`src/rtl/gei_pkg.sv`:
```
// Package: shared definitions for the edge-sensing interrupt controller.
// Holds the edge-selector encoding and the per-pin match function.
package gei_pkg;

    typedef enum logic [1:0] {
        EDGE_NONE = 2'b00,
        EDGE_RISE = 2'b01,
        EDGE_FALL = 2'b10,
        EDGE_BOTH = 2'b11
    } edge_sel_e;

    // Returns 1 when the selector accepts the edge seen on a pin.
    function automatic logic edge_match(input edge_sel_e sel, input logic rise, input logic fall);
        logic m;
        case (sel)
            EDGE_RISE: m = rise;
            EDGE_FALL: m = fall;
            EDGE_BOTH: m = rise | fall;
            default:   m = 1'b0;
        endcase
        return m;
    endfunction

endpackage

```
`src/rtl/gei_sync.sv`:
```
// Module: multi-stage synchronizer for a vector of asynchronous inputs.
// Assumes each bit is independent (no bus coherency required).
module gei_sync #(
    parameter int W      = 16,
    parameter int STAGES = 2
) (
    input  logic         clk,
    input  logic         rst_n,
    input  logic [W-1:0] d,
    output logic [W-1:0] q
);
    logic [W-1:0] stg [STAGES];

    // First stage samples the raw inputs.
    always_ff @(posedge clk) begin
        if (!rst_n) stg[0] <= '0;
        else        stg[0] <= d;
    end

    for (genvar s = 1; s < STAGES; s++) begin : g_stage
        // Each later stage re-registers the one before it.
        always_ff @(posedge clk) begin
            if (!rst_n) stg[s] <= '0;
            else        stg[s] <= stg[s-1];
        end
    end

    assign q = stg[STAGES-1];
endmodule

```
`src/rtl/gei_edge_det.sv`:
```
// Module: per-pin edge detector with selector and mask.
// Assumes cur is already synchronous to clk. The output hit is
// combinational and valid for the cycle in which cur differs from
// the sample held from the previous cycle.
module gei_edge_det
    import gei_pkg::*;
#(
    parameter int NPINS = 16
) (
    input  logic               clk,
    input  logic               rst_n,
    input  logic [NPINS-1:0]   cur,
    input  logic [2*NPINS-1:0] sense,
    input  logic [NPINS-1:0]   mask,
    output logic [NPINS-1:0]   hit
);
    logic [NPINS-1:0] prev_q;

    // Hold last cycle's synchronized sample for comparison.
    always_ff @(posedge clk) begin
        if (!rst_n) prev_q <= '0;
        else        prev_q <= cur;
    end

    for (genvar i = 0; i < NPINS; i++) begin : g_pin
        logic rise, fall;
        assign rise   = cur[i] & ~prev_q[i];
        assign fall   = ~cur[i] & prev_q[i];
        assign hit[i] = ~mask[i] & edge_match(edge_sel_e'(sense[2*i +: 2]), rise, fall);
    end
endmodule

```
`src/rtl/gei_flags.sv`:
```
// Module: latched interrupt source flags with write-one-to-clear.
// Assumes clr and hit are valid during the same cycle. When both
// touch one bit, set wins.
module gei_flags #(
    parameter int NPINS = 16
) (
    input  logic             clk,
    input  logic             rst_n,
    input  logic [NPINS-1:0] hit,
    input  logic [NPINS-1:0] clr,
    output logic [NPINS-1:0] flags
);
    // Clear requested bits first, then merge new hits on top.
    always_ff @(posedge clk) begin
        if (!rst_n) flags <= '0;
        else        flags <= (flags & ~clr) | hit;
    end
endmodule

```
`src/rtl/gei_regs.sv`:
```
// Module: byte-addressed register file for sense and mask, clear decode
// for source flags, and read multiplexer.
// Assumes NPINS is a multiple of 8. Sense bytes start at address 0
// with the highest pins first; then come mask bytes, then source bytes.
module gei_regs #(
    parameter int NPINS = 16,
    parameter int AW    = 8
) (
    input  logic               clk,
    input  logic               rst_n,
    input  logic [AW-1:0]      reg_addr,
    input  logic               reg_wr,
    input  logic [7:0]         reg_wdata,
    input  logic [NPINS-1:0]   src,
    output logic [7:0]         reg_rdata,
    output logic [2*NPINS-1:0] sense,
    output logic [NPINS-1:0]   mask,
    output logic [NPINS-1:0]   clr
);
    localparam int SENSE_BYTES = NPINS / 4;
    localparam int FLAG_BYTES  = NPINS / 8;
    localparam int MASK_BASE   = SENSE_BYTES;
    localparam int SRC_BASE    = MASK_BASE + FLAG_BYTES;

    // Store sense and mask bytes on writes to their addresses.
    always_ff @(posedge clk) begin
        if (!rst_n) begin
            sense <= '0;
            mask  <= '1;
        end else if (reg_wr) begin
            for (int k = 0; k < SENSE_BYTES; k++) begin
                if (reg_addr == AW'(k))
                    sense[2*NPINS-1-8*k -: 8] <= reg_wdata;
            end
            for (int k = 0; k < FLAG_BYTES; k++) begin
                if (reg_addr == AW'(MASK_BASE + k))
                    mask[8*k +: 8] <= reg_wdata;
            end
        end
    end

    // Turn writes to source addresses into a per-pin clear vector.
    always_comb begin
        clr = '0;
        if (reg_wr) begin
            for (int k = 0; k < FLAG_BYTES; k++) begin
                if (reg_addr == AW'(SRC_BASE + k))
                    clr[8*k +: 8] = reg_wdata;
            end
        end
    end

    // Select the addressed byte; unmapped addresses return zero.
    always_comb begin
        reg_rdata = '0;
        for (int k = 0; k < SENSE_BYTES; k++) begin
            if (reg_addr == AW'(k))
                reg_rdata = sense[2*NPINS-1-8*k -: 8];
        end
        for (int k = 0; k < FLAG_BYTES; k++) begin
            if (reg_addr == AW'(MASK_BASE + k))
                reg_rdata = mask[8*k +: 8];
            if (reg_addr == AW'(SRC_BASE + k))
                reg_rdata = src[8*k +: 8];
        end
    end
endmodule

```
`src/rtl/gpio_edge_irq.sv`:
```
// Module: edge-sensing pin interrupt controller (top).
// Synchronizes the pins, detects the selected edges on unmasked pins,
// latches them into write-one-to-clear flags and drives an active-low
// request. Assumes reset is held for at least one clock edge, and that
// software programs the sense word only after the pins have settled.
module gpio_edge_irq #(
    parameter int NPINS     = 16,
    parameter int AW        = 8,
    parameter int SYNC_STGS = 2
) (
    input  logic             clk,
    input  logic             rst_n,
    input  logic [NPINS-1:0] pin_in,
    input  logic [AW-1:0]    reg_addr,
    input  logic             reg_wr,
    input  logic [7:0]       reg_wdata,
    output logic [7:0]       reg_rdata,
    output logic             irq_n
);
    logic [NPINS-1:0]   pin_sync;
    logic [2*NPINS-1:0] sense_q;
    logic [NPINS-1:0]   mask_q;
    logic [NPINS-1:0]   clr_vec;
    logic [NPINS-1:0]   hit_vec;
    logic [NPINS-1:0]   src_q;

    gei_sync #(.W(NPINS), .STAGES(SYNC_STGS)) u_sync (
        .clk(clk), .rst_n(rst_n), .d(pin_in), .q(pin_sync)
    );

    gei_regs #(.NPINS(NPINS), .AW(AW)) u_regs (
        .clk(clk), .rst_n(rst_n),
        .reg_addr(reg_addr), .reg_wr(reg_wr), .reg_wdata(reg_wdata),
        .src(src_q), .reg_rdata(reg_rdata),
        .sense(sense_q), .mask(mask_q), .clr(clr_vec)
    );

    gei_edge_det #(.NPINS(NPINS)) u_edge (
        .clk(clk), .rst_n(rst_n), .cur(pin_sync),
        .sense(sense_q), .mask(mask_q), .hit(hit_vec)
    );

    gei_flags #(.NPINS(NPINS)) u_flags (
        .clk(clk), .rst_n(rst_n), .hit(hit_vec), .clr(clr_vec), .flags(src_q)
    );

    // Request is low while any flag is pending.
    assign irq_n = ~|src_q;
endmodule

```
`config.mk`:
```
export PLATFORM = sky130hd
export DESIGN_NAME = gpio_edge_irq
export DESIGN_NICKNAME = d
export VERILOG_FILES = /design/src/rtl/gei_pkg.sv /design/src/rtl/gei_sync.sv /design/src/rtl/gei_edge_det.sv /design/src/rtl/gei_flags.sv /design/src/rtl/gei_regs.sv /design/src/rtl/gpio_edge_irq.sv
export SDC_FILE = /design/constraint.sdc
export NUM_CORES = 1
export LEC_CHECK = 0
export BUFFER_PORTS_ARGS = -buffer_cell sky130_fd_sc_hd__buf_2
export CORE_MARGIN = 2
export CORE_UTILIZATION = 53
export DETAILED_ROUTE_END_ITERATION = 7
export GPL_TIMING_DRIVEN = 1
export PLACE_DENSITY = 0.82
export REMOVE_ABC_BUFFERS = 1
export SETUP_SLACK_MARGIN = 0.4
export SYNTH_ARGS = -nofsm -noshare
export SYNTH_HDL_FRONTEND = slang
export SYNTH_SLANG_ARGS = --single-unit
```
`constraint.sdc`:
```
create_clock -name clk -period 5.4 [get_ports clk]
set_input_delay 0.81 -clock clk [delete_from_list [all_inputs] [get_ports clk]]
set_output_delay 0.81 -clock clk [all_outputs]
set_load 0.05 [all_outputs]
```
# Word-level counts from Yosys, hierarchy flattened
# Memories as Yosys holds them, arrays and structs flattened.
# Cells that the tools add are included.
op_classes:
  eq_ne: 55
  mux: 31
  bitwise_logic: 117
  reduce_logical: 9
ops:
  columns: ["op", "n"]
  rows:
  - ["$mux 8", 10]
  - ["$eq 2x2->1 const B", 32]
  - ["$and 1x1->1", 48]
  - ["$mux 16", 3]
  - ["$not 1->1", 48]
  - ["$pmux 1 s3", 16]
  - ["$eq 2x1->1 const B", 16]
  - ["$eq 8x3->1 const B", 4]
  - ["$or 1x1->1", 18]
  - ["$and 16x16->16", 1]
  - ["$eq 8x2->1 const B", 2]
  - ["$not 16->16", 1]
  - ["$or 16x16->16", 1]
  - ["$reduce_or 16->1", 1]
  - ["$reduce_and 2->1", 6]
  - ["$eq 8x1->1 const B", 1]
  - ["$logic_not 8->1", 1]
  - ["$mux 1", 2]
  - ["$logic_not 1->1", 1]
word_totals:
  ff_bits: 80
  ram_bits: 32
  input_bits: 35
  out_inout_bits: 9
  elab_cells: 221
  mem_count: 1
memory_table:
  columns: ["memory", "words", "width", "read_ports", "rd_ports_with_merged_regs", "write_ports", "line", "rtl"]
  rows:
  - ["u_sync.stg", 2, 16, 2, 0, 2, "gei_sync.sv:12", "logic [W-1:0] stg [STAGES];"]

# Depth between registers and ports, before layout
# Gate-level depths: netlist (run 1).
depth:
  depth_word: 9
  mapped_depth: 6
  depth_no_buf: 6

# Hierarchy
# From an unflattened synthesis (run 1), not the netlist that was laid out.
hier_totals:
  cells_unflattened: 584
  area_unflattened_um2: 5595.4
modules_own_cells:
  columns: ["module", "instances", "cells_per_inst", "area_per_inst_um2", "seq_area_each_um2"]
  rows:
  - ["gei_regs", 1, 301, 2727.6, 960.9]
  - ["gei_edge_det", 1, 161, 1366.3, 320.3]
  - ["gei_sync", 1, 67, 895.9, 640.6]
  - ["gei_flags", 1, 50, 571.8, 320.3]
  - ["gpio_edge_irq", 1, 5, 33.8, 0.0]

# Least setup slack after synthesis (run 1)
# Ideal clock, no wire load.
synth_path:
  kind: "input -> output"
  start: "in reg_addr[0]"
  end: "out reg_rdata[3]"
  arrival_time_ps: 2874
  required_ps: 4590
  slack_ps: 1716
  stages: 6
  n_path_buf: 2
  path_cell_list: "clkbuf_1 clkbuf_1 mux2i_1 o211ai_1 o221ai_1 nor3_1"
synth_via:
  elab_chain_cells: 9
  word_cells_on_any_way: 16
  classes_between: "eq/ne: 7; mux: 8; reduce/logical: 1"
synth_rtl:
  columns: ["element", "line", "rtl"]
  rows:
  - ["start: declaration", "gpio_edge_irq.sv:14", "input logic [AW-1:0] reg_addr,"]
  - ["$logic_not 8->1", "gei_regs.sv:57", "if (reg_addr == AW'(k))"]
  - ["$mux 8 (4 in a row)", "gei_regs.sv:57", null]
  - ["$mux 8", "gei_regs.sv:61", "if (reg_addr == AW'(MASK_BASE + k))"]
  - ["$mux 8", "gei_regs.sv:63", "if (reg_addr == AW'(SRC_BASE + k))"]
  - ["$mux 8", "gei_regs.sv:61", null]
  - ["$mux 8 *", "gei_regs.sv:63", null]
  - ["end: declaration", "gpio_edge_irq.sv:17", "output logic [7:0] reg_rdata,"]
# Mark *: on every way between the ends. The rest lies on a longest branch, timed or not.

# Worst setup path after layout (run 1)
layout_path:
  start: "in reg_addr[2]"
  end: "out reg_rdata[7]"
# Same word-level chain as after synthesis.

==> results_dict.tcl, run 1 <==
set metrics [dict create \
    outcome "finished, final reports clean" \
    ys_ff_latch 112 \
    viasPerCell 5.639 \
    stdcell_count 778 \
    cts.htree.levels 3 \
    ctsResizeCount 0 \
    core_area_mm2 0.01018 \
    wl_um 13470 \
    yosysSeqAreaShare 0.4095 \
    start_kind "input pin" \
    io_buffers 43 \
    crit_path_max_fanout 24 \
    whs_ns 0.4424 \
    rows 37 \
    hold_viol_final 0 \
    insertion_delay_ns 0.40 \
    period_share 0.7123 \
    critPathCapture "reg_rdata[7]" \
    drt_pre_antenna_iters 5 \
    synthTopCellsByCount "dfxtp_1 (112), nand2_1 (78), nor2b_1 (55), and2_1 (50), o21ai_0 (50)" \
    final_util 0.5845 \
    period_needed_ns 3.846 \
    worst-r2r-setup-slack_ns 4.03 \
    r2r-start "u_sync.stg[1][14]$_SDFF_PN0_" \
    dr.first_iter.drc_count 222 \
    p_leak_uw 0.002304 \
    vdd_drop_max_v 0.0001905 \
    initial_core_util 0.5376 \
    crit_type "in -> out" \
    cts_buffer_depth 2 \
    r2r_end "u_flags.flags[14]$_SDFF_PN0_" \
    root_buffer "clkbuf_8" \
    synth.area.top_cells "dfxtp_1 (41%), mux2i_1 (7.5%), ha_1 (7.3%)" \
    grt_usage 0.2558 \
    die_area_mm2 0.01116 \
    dpl.hpwl_um 9762 \
    die_w_um 105.6 \
    worst_pin_slew_ns 0.9919 \
    synth_top_area_frac 0.4095 \
    fp.dieH_um 105.6 \
    synth_edf_count 0 \
    drc 0 \
    crit_path_start "reg_addr[2]" \
    route.vias.total 4387 \
    postSynthAreaPerCell_um2 8.932 \
    post-cts-setup-buffers 0 \
    slew_headroom 0.3366 \
    final_nets 704 \
    diodes 0 \
    gp_congestion 0.9078 \
    drv_cap 0 \
    fmax_ghz 0.2600 \
    synth_top_area_cell "dfxtp_1" \
    ctsHoldBuffers 0 \
    reg2reg_depth 6 \
    synthToLayoutAreaGrowth_pct 8.729 \
    finalClockSkew_ns 0.01422 \
    wire_per_inst_um 17.32 \
    cp.required_ns 4.59 \
    io_pins 44 \
    grt_start_max_net_pins 111 \
    grt_pass1_vias 4341 \
    antenna_found_initial 0 \
    clk_pin_slew_worst_paths_ns 0.10 \
    cts_tree "built" \
    hold_class "reg -> reg" \
    fin_tns_setup_ns 0 \
    gr-total-overflow 0 \
    slew_viol_final 0 \
    rsz0062_at_grt "no" \
    async_flop_share 0 \
    ant_nets 0 \
    p_per_area_mw_per_mm2 252.5 \
    placed_cells 762 \
    worstPathArrival_ns 3.04 \
    dominantRegCellSynth "dfxtp_1" \
    endpoint_kind "output port" \
    yosys_warnings 0 \
    yosysUniqueCellTypes 40 \
    setup_viol 0 \
    drive_gt1_frac 0.1044 \
    cts_buffers 9 \
    min_path_cells 1 \
    netlist_instances 613 \
    fillCellCount 923 \
    syn-cell-area_mm2 0.005475 \
    synth.most_common_cell "dfxtp_1" \
    grt_pass1_wl_um 22090 \
    clkSinkCount 112 \
]
==> power by group <==
group          switching, uW  internal, uW
clock                    284           262
sequential              7.00           840
combinational           70.1          40.0
total                    361          1140
==> cell type report <==
cell class / count / area [um^2] / share of cell area
Inverter: 36 / 135.1 / 0.02270
Clock buffer: 11 / 131.4 / 0.02207
Clock inverter: 5 / 78.83 / 0.01324
Tap cell: 136 / 170.2 / 0.02858
Timing Repair Buffer: 44 / 225.2 / 0.03783
Sequential cell: 112 / 2242 / 0.3766
Multi-Input combinational cell: 434 / 2970 / 0.4989
==> per-stage QoR <==
step | power (uW) | instance area, um^2 | worst slack, ns
floorplan | 915.6 | 5348 | 1.966
global placement | 971.6 | 5743 | 1.627
detailed placement | 976.7 | 5743 | 1.653
CTS | 1513 | 5953 | 1.652
global route | 1560 | 5953 | 1.419
finish | 1503 | 5953 | 1.554
==> how the worst min path moves through the flow <==
stage	slack, ns	to	from
4_1_cts	0.44	u_sync.stg[1][9]$_SDFF_PN0_	u_sync.stg[0][9]$_SDFF_PN0_
2_1_floorplan	0.41	u_sync.stg[1][0]$_SDFF_PN0_	u_sync.stg[0][0]$_SDFF_PN0_
3_3_place_gp	0.41	u_sync.stg[1][14]$_SDFF_PN0_	u_sync.stg[0][14]$_SDFF_PN0_
5_1_grt	0.46	u_sync.stg[1][0]$_SDFF_PN0_	u_sync.stg[0][0]$_SDFF_PN0_
6_report	0.44	u_sync.stg[1][9]$_SDFF_PN0_	u_sync.stg[0][9]$_SDFF_PN0_
3_5_place_dp	0.42	u_sync.stg[1][9]$_SDFF_PN0_	u_sync.stg[0][9]$_SDFF_PN0_
==> per-layer routing <==
metal  wire, um  part of all wire  track usage
met3        768             0.057      0.04762
met2       6425              0.48       0.4207
met1       5977              0.44       0.3304
met5          0                 0            0
met4        303             0.022       0.1053
==> kinds of logic after synthesis <==
family,synth area share
AOI/OAI and AO/OA,0.1250
adders and majority gates,0.07313
buffers and inverters,0.04799
DFF,0.4095
muxes,0.08935
and+or+nand+nor,0.2550
==> placed cells by master, fill, tap and decap left out, types with 4 or more instances in the layout <==
cell        n
clkbuf_8    9
a32o_1     18
a21boi_1    8
a221oi_1    4
ha_1       32
a21oi_1     4
nor2b_1    55
dfxtp_1   112
nor2_1     10
inv_1      35
nand2b_1    5
buf_2      42
and2_1     50
nand3_1    36
nand2_1    78
nor4_1      5
mux2i_1    41
o21ai_0    50
==> registers in the layout (all words and copies together), names as in the netlist <==
register	flops
u_regs.mask	16
u_regs.sense	32
u_edge.prev_q	16
u_sync.stg	32
u_flags.flags	16
==> critical path, cell delays in order <==
cell	delay, ns
buf_2	0.34
clkinv_1	0.31
nor2_1	0.72
a221oi_1	0.21
o22ai_1	0.30
buf_2	0.33
(Power assumes the default switching activity.)
==> inputs of run 2 (changes only) <==
PLACE_DENSITY = 0.85   (was 0.82)
clock period = 3.4 ns   (was 5.4 ns; I/O delays follow)
==> results_dict.tcl, run 2 (synthesis gave the netlist of run 1 again) <==
set metrics [dict create \
    fmax_ghz 0.3389 \
    gp_congestion 0.9066 \
    final_common_cell "dfxtp_1" \
    path_cells "buf_2 > or4_4 > nor3_1 > o21ai_0 > a21oi_1 > buf_2" \
    p_per_area_mw_per_mm2 391.2 \
    final_util 0.5900 \
    io_pins 44 \
    vdd_drop_max_v 0.0002464 \
    clkSinkCount 112 \
    cp_slowest_cell "or4_4" \
    drive_gt1_frac 0.1128 \
    top_regs "u_regs.sense x32, u_sync.stg x32" \
    core_area_mm2 0.01018 \
    final_cell_mix "dfxtp_1 (112), nand2_1 (78), nor2b_1 (55)" \
    crit_path_max_fanout 10 \
    drt_pre_antenna_iters 5 \
    slowest_delay_ns 0.66 \
    gr-total-overflow 0 \
    post-cts-setup-buffers 0 \
    antenna_found_initial 0 \
    viasPerCell 5.676 \
    clk_pin_slew_worst_paths_ns 0.09 \
    rsz0062_at_grt "yes" \
    initial_core_util 0.5376 \
    wl_um 13420 \
    drc 0 \
    crit_type "in -> out" \
    finalClockSkew_ns 0.009324 \
    grt_pass1_vias 4347 \
    min_path_cells 2 \
    start_kind "input pin" \
    outcome "finished, final reports clean" \
    diodes 0 \
    ant_nets 0 \
    slew_viol_final 0 \
    fin_area_mm2 0.006010 \
    slew_headroom 0.4200 \
    endpoint_kind "output port" \
    hold_class "in -> reg" \
    reg2reg_depth 6 \
    final_nets 710 \
    fin_tns_setup_ns 0 \
    io_buffers 43 \
    rows 37 \
    route.vias.total 4444 \
    die_w_um 105.6 \
    period_share 0.8679 \
    root_buffer "clkbuf_8" \
    dr.first_iter.drc_count 270 \
    wire_per_inst_um 17.14 \
    fp.dieH_um 105.6 \
    drv_cap 0 \
    hold_viol_final 0 \
    worst_pin_slew_ns 0.8634 \
    setup_viol 0 \
    cts.htree.levels 3 \
    worst-r2r-setup-slack_ns 2.04 \
    p_leak_uw 0.002335 \
    place_area_mm2 0.005801 \
    grt_usage 0.2530 \
    dpl.hpwl_um 9639 \
    cts_tree "built" \
    cp.required_ns 2.89 \
    grt_start_max_net_pins 75 \
    insertion_delay_ns 0.38 \
    synthToLayoutAreaGrowth_pct 9.758 \
    cts_buffers 9 \
    die_area_mm2 0.01116 \
    grt_pass1_wl_um 21850 \
    worstPathArrival_ns 2.44 \
    period_needed_ns 2.951 \
    power_uw 2351 \
    cts_buffer_depth 2 \
    crit_top_cell "buf_2" \
]
[run 2: per-layer routing]
metal  share of wire  routed length, um  track usage
met1            0.44               5956       0.3267
met2            0.48               6378       0.4180
met3           0.056                756      0.04886
met4           0.025                331      0.09868
met5               0                  0            0
[run 2: where the power goes]
| part | switching (uW) | leakage (uW) | total [uW] | internal (uW) |
|---|---|---|---|---|
| clock | 427 | 0.000102 | 825 | 398 |
| combinational | 113 | 0.00132 | 181 | 68.3 |
| sequential | 10.9 | 0.000911 | 1350 | 1330 |
| total | 550 | 0.00233 | 2350 | 1800 |
[run 2: what timing repair did]
| action | CTS | global route |
|---|---|---|
| hold buffers | 0 | 0 |
| gates resized for setup | 0 | 1 |
| setup endpoints to repair | 0 | 3 |
[run 2: final cells by class]
cell class | instances | area (um^2)
clock buffers | 13 | 168.9
multi-input cells | 434 | 2970
repair buffers | 50 | 285.3
clock inverters | 2 | 37.54
well taps | 136 | 170.2
flip-flops and latches | 112 | 2242
fillers | 900 | 4175
inverters | 36 | 135.1
[run 2: path summary, 6_finish.rpt]
check                                 to                         from
max reg2reg  u_flags.flags[6]$_SDFF_PN0_  u_sync.stg[1][6]$_SDFF_PN0_
max                         reg_rdata[5]                  reg_addr[7]
min reg2reg  u_sync.stg[1][0]$_SDFF_PN0_  u_sync.stg[0][0]$_SDFF_PN0_
min          u_sync.stg[0][5]$_SDFF_PN0_                    pin_in[5]
[run 2: critical path: cells and delay by family]
| family | cells | cell delay (ns) |
|---|---|---|
| AOI/OAI and AO/OA | 2 | 0.42 |
| and+or+nand+nor | 2 | 1.08 |
| buffers and inverters | 2 | 0.41 |
[run 2: stage by stage]
step                cells  hold WS, ns  setup slack (ns)
CTS                   783       0.3109            0.4913
global placement      768       0.4136            0.4887
detailed placement    768       0.4209            0.4907
floorplan             582       0.4118            0.5659
global route          783       0.3103            0.3693
finish                783       0.3237            0.4493
==> inputs of run 3 (changes only) <==
CAP_MARGIN = 0   (was unset)
PLACE_DENSITY = 0.82   (was 0.85)
==> results_dict.tcl, run 3 (synthesis gave the netlist of run 1 again) <==
set metrics [dict create \
    hold_class "in -> reg" \
    crit_family "buffers and inverters" \
    slowest_delay_ns 0.40 \
    drive_gt1_frac 0.1186 \
    die_w_um 105.6 \
    period_share 0.8435 \
    power_switching_uw 587.0 \
    slew_viol_final 0 \
    route.vias.total 4453 \
    cp_slowest_cell "nor2_1" \
    fin_tns_setup_ns 0 \
    area.sequential_mm2 0.002242 \
    cp.required_ns 2.89 \
    clkSinkCount 112 \
    clockPowerShare 0.330 \
    ctsHoldBuffers 0 \
    p_per_area_mw_per_mm2 380.9 \
    switching_share 0.2574 \
    root_buffer "clkbuf_8" \
    wire_per_inst_um 17.44 \
    multi_input_area_mm2 0.002975 \
    fillCellCount 911 \
    final_common_cell "dfxtp_1" \
    start_kind "input pin" \
    place_area_mm2 0.005803 \
    gr-total-overflow 0 \
    slew_headroom 0.3744 \
    crit_path_max_fanout 24 \
    grt_pass1_vias 4343 \
    core_area_mm2 0.01018 \
    setup_viol 0 \
    worst_pin_slew_ns 0.9385 \
    die_area_mm2 0.01116 \
    p_seq_frac 0.590 \
    finalClockSkew_ns 0.01317 \
    grt_pass1_wl_um 22160 \
    fmax_ghz 0.3487 \
    worstPathArrival_ns 2.36 \
    fin_area_mm2 0.005987 \
    final_cell_mix "dfxtp_1 (112), nand2_1 (78), nor2b_1 (55)" \
    endpoint_kind "output port" \
    p_leak_uw 0.002328 \
    cts_tree "built" \
    cts.htree.levels 3 \
    crit_buf_inv 3 \
    top_regs "u_regs.sense x32, u_sync.stg x32" \
    insertion_delay_ns 0.40 \
    period_needed_ns 2.868 \
    io_pins 44 \
    synthToLayoutAreaGrowth_pct 9.346 \
    gp_congestion 0.8905 \
    hold_viol_final 0 \
    setup_slack_ns 0.5320 \
    crit_top_cell "buf_2" \
    dpl.hpwl_um 9975 \
    initial_core_util 0.5376 \
    path_cells "buf_2 > clkinv_1 > nor2_1 > a221oi_1 > o22ai_1 > buf_2" \
    grt_start_max_net_pins 112 \
    drt_pre_antenna_iters 5 \
    wl_um 13690 \
    ant_nets 0 \
    rsz0062_at_grt "no" \
    p_int_uw 1693 \
    fp.dieH_um 105.6 \
    comb_power_share 0.080 \
    grt_usage 0.2586 \
    clk_pin_slew_worst_paths_ns 0.11 \
    crit_type "in -> out" \
    cts_buffers 9 \
    final_nets 712 \
    vdd_drop_max_v 0.0002481 \
    io_buffers 43 \
    placed_cells 770 \
    viasPerCell 5.673 \
    drv_cap 0 \
    stdcell_count 785 \
    diodes 0 \
    rows 37 \
    dr.first_iter.drc_count 261 \
    dp_slack_ns 0.5101 \
    antenna_found_initial 0 \
    drc 0 \
    cts_buffer_depth 2 \
    outcome "finished, final reports clean" \
]
## run 3: area by class of cell
cell class / instances / share of cell area
clock buffers: 10 / 0.02299
clock inverters: 5 / 0.006897
inverters: 36 / 0.02257
multi-input cells: 434 / 0.4970
flip-flops and latches: 112 / 0.3745
well taps: 136 / 0.02842
repair buffers: 52 / 0.04765
## run 3: worst paths after layout
check | depth (start not counted) | end | slack (ns) | start
min reg2reg | 1 | u_sync.stg[1][9]$_SDFF_PN0_ | 0.44 | u_sync.stg[0][9]$_SDFF_PN0_
min | 2 | u_sync.stg[0][5]$_SDFF_PN0_ | 0.31 | pin_in[5]
max reg2reg | 6 | u_flags.flags[6]$_SDFF_PN0_ | 2.01 | u_sync.stg[1][6]$_SDFF_PN0_
max | 6 | reg_rdata[7] | 0.53 | reg_addr[2]
## run 3: per-stage QoR
| step | hold slack [ns] | utilization | power [uW] |
|---|---|---|---|
| after floorplan | 0.4118 | - | 1454 |
| after global placement | 0.4133 | 0.5698 | 1549 |
| after detailed placement | 0.4188 | 0.5698 | 1557 |
| after CTS | 0.3002 | 0.5873 | 2294 |
| after global routing | 0.2921 | 0.5878 | 2376 |
| final | 0.3063 | 0.5878 | 2280 |
## run 3: power groups by stage
| stage | clock (uW) | combinational, uW | sequential (uW) |
|---|---|---|---|
| 6_report | 753 | 182 | 1350 |
| 5_1_grt | 826 | 201 | 1350 |
| 4_1_cts | 766 | 182 | 1350 |
| 3_5_place_dp | 0 | 181 | 1380 |
| 3_3_place_gp | 0 | 175 | 1370 |
| 2_1_floorplan | 0 | 81.7 | 1370 |
## run 3: timing repair
| item | CTS | global route |
|---|---|---|
| endpoints found under the setup margin | 0 | 2 |
| buffers inserted | 0 | 0 |
| gates resized for setup | 0 | 1 |
## run 3: routing by layer
metal,global-route usage,wire (um),vias to the layer above
met3,0.04638,627,18
met5,0,0,-
met2,0.4387,6640,116
met4,0.09680,247,0
met1,0.3279,6178,2157
li1,-,-,2162
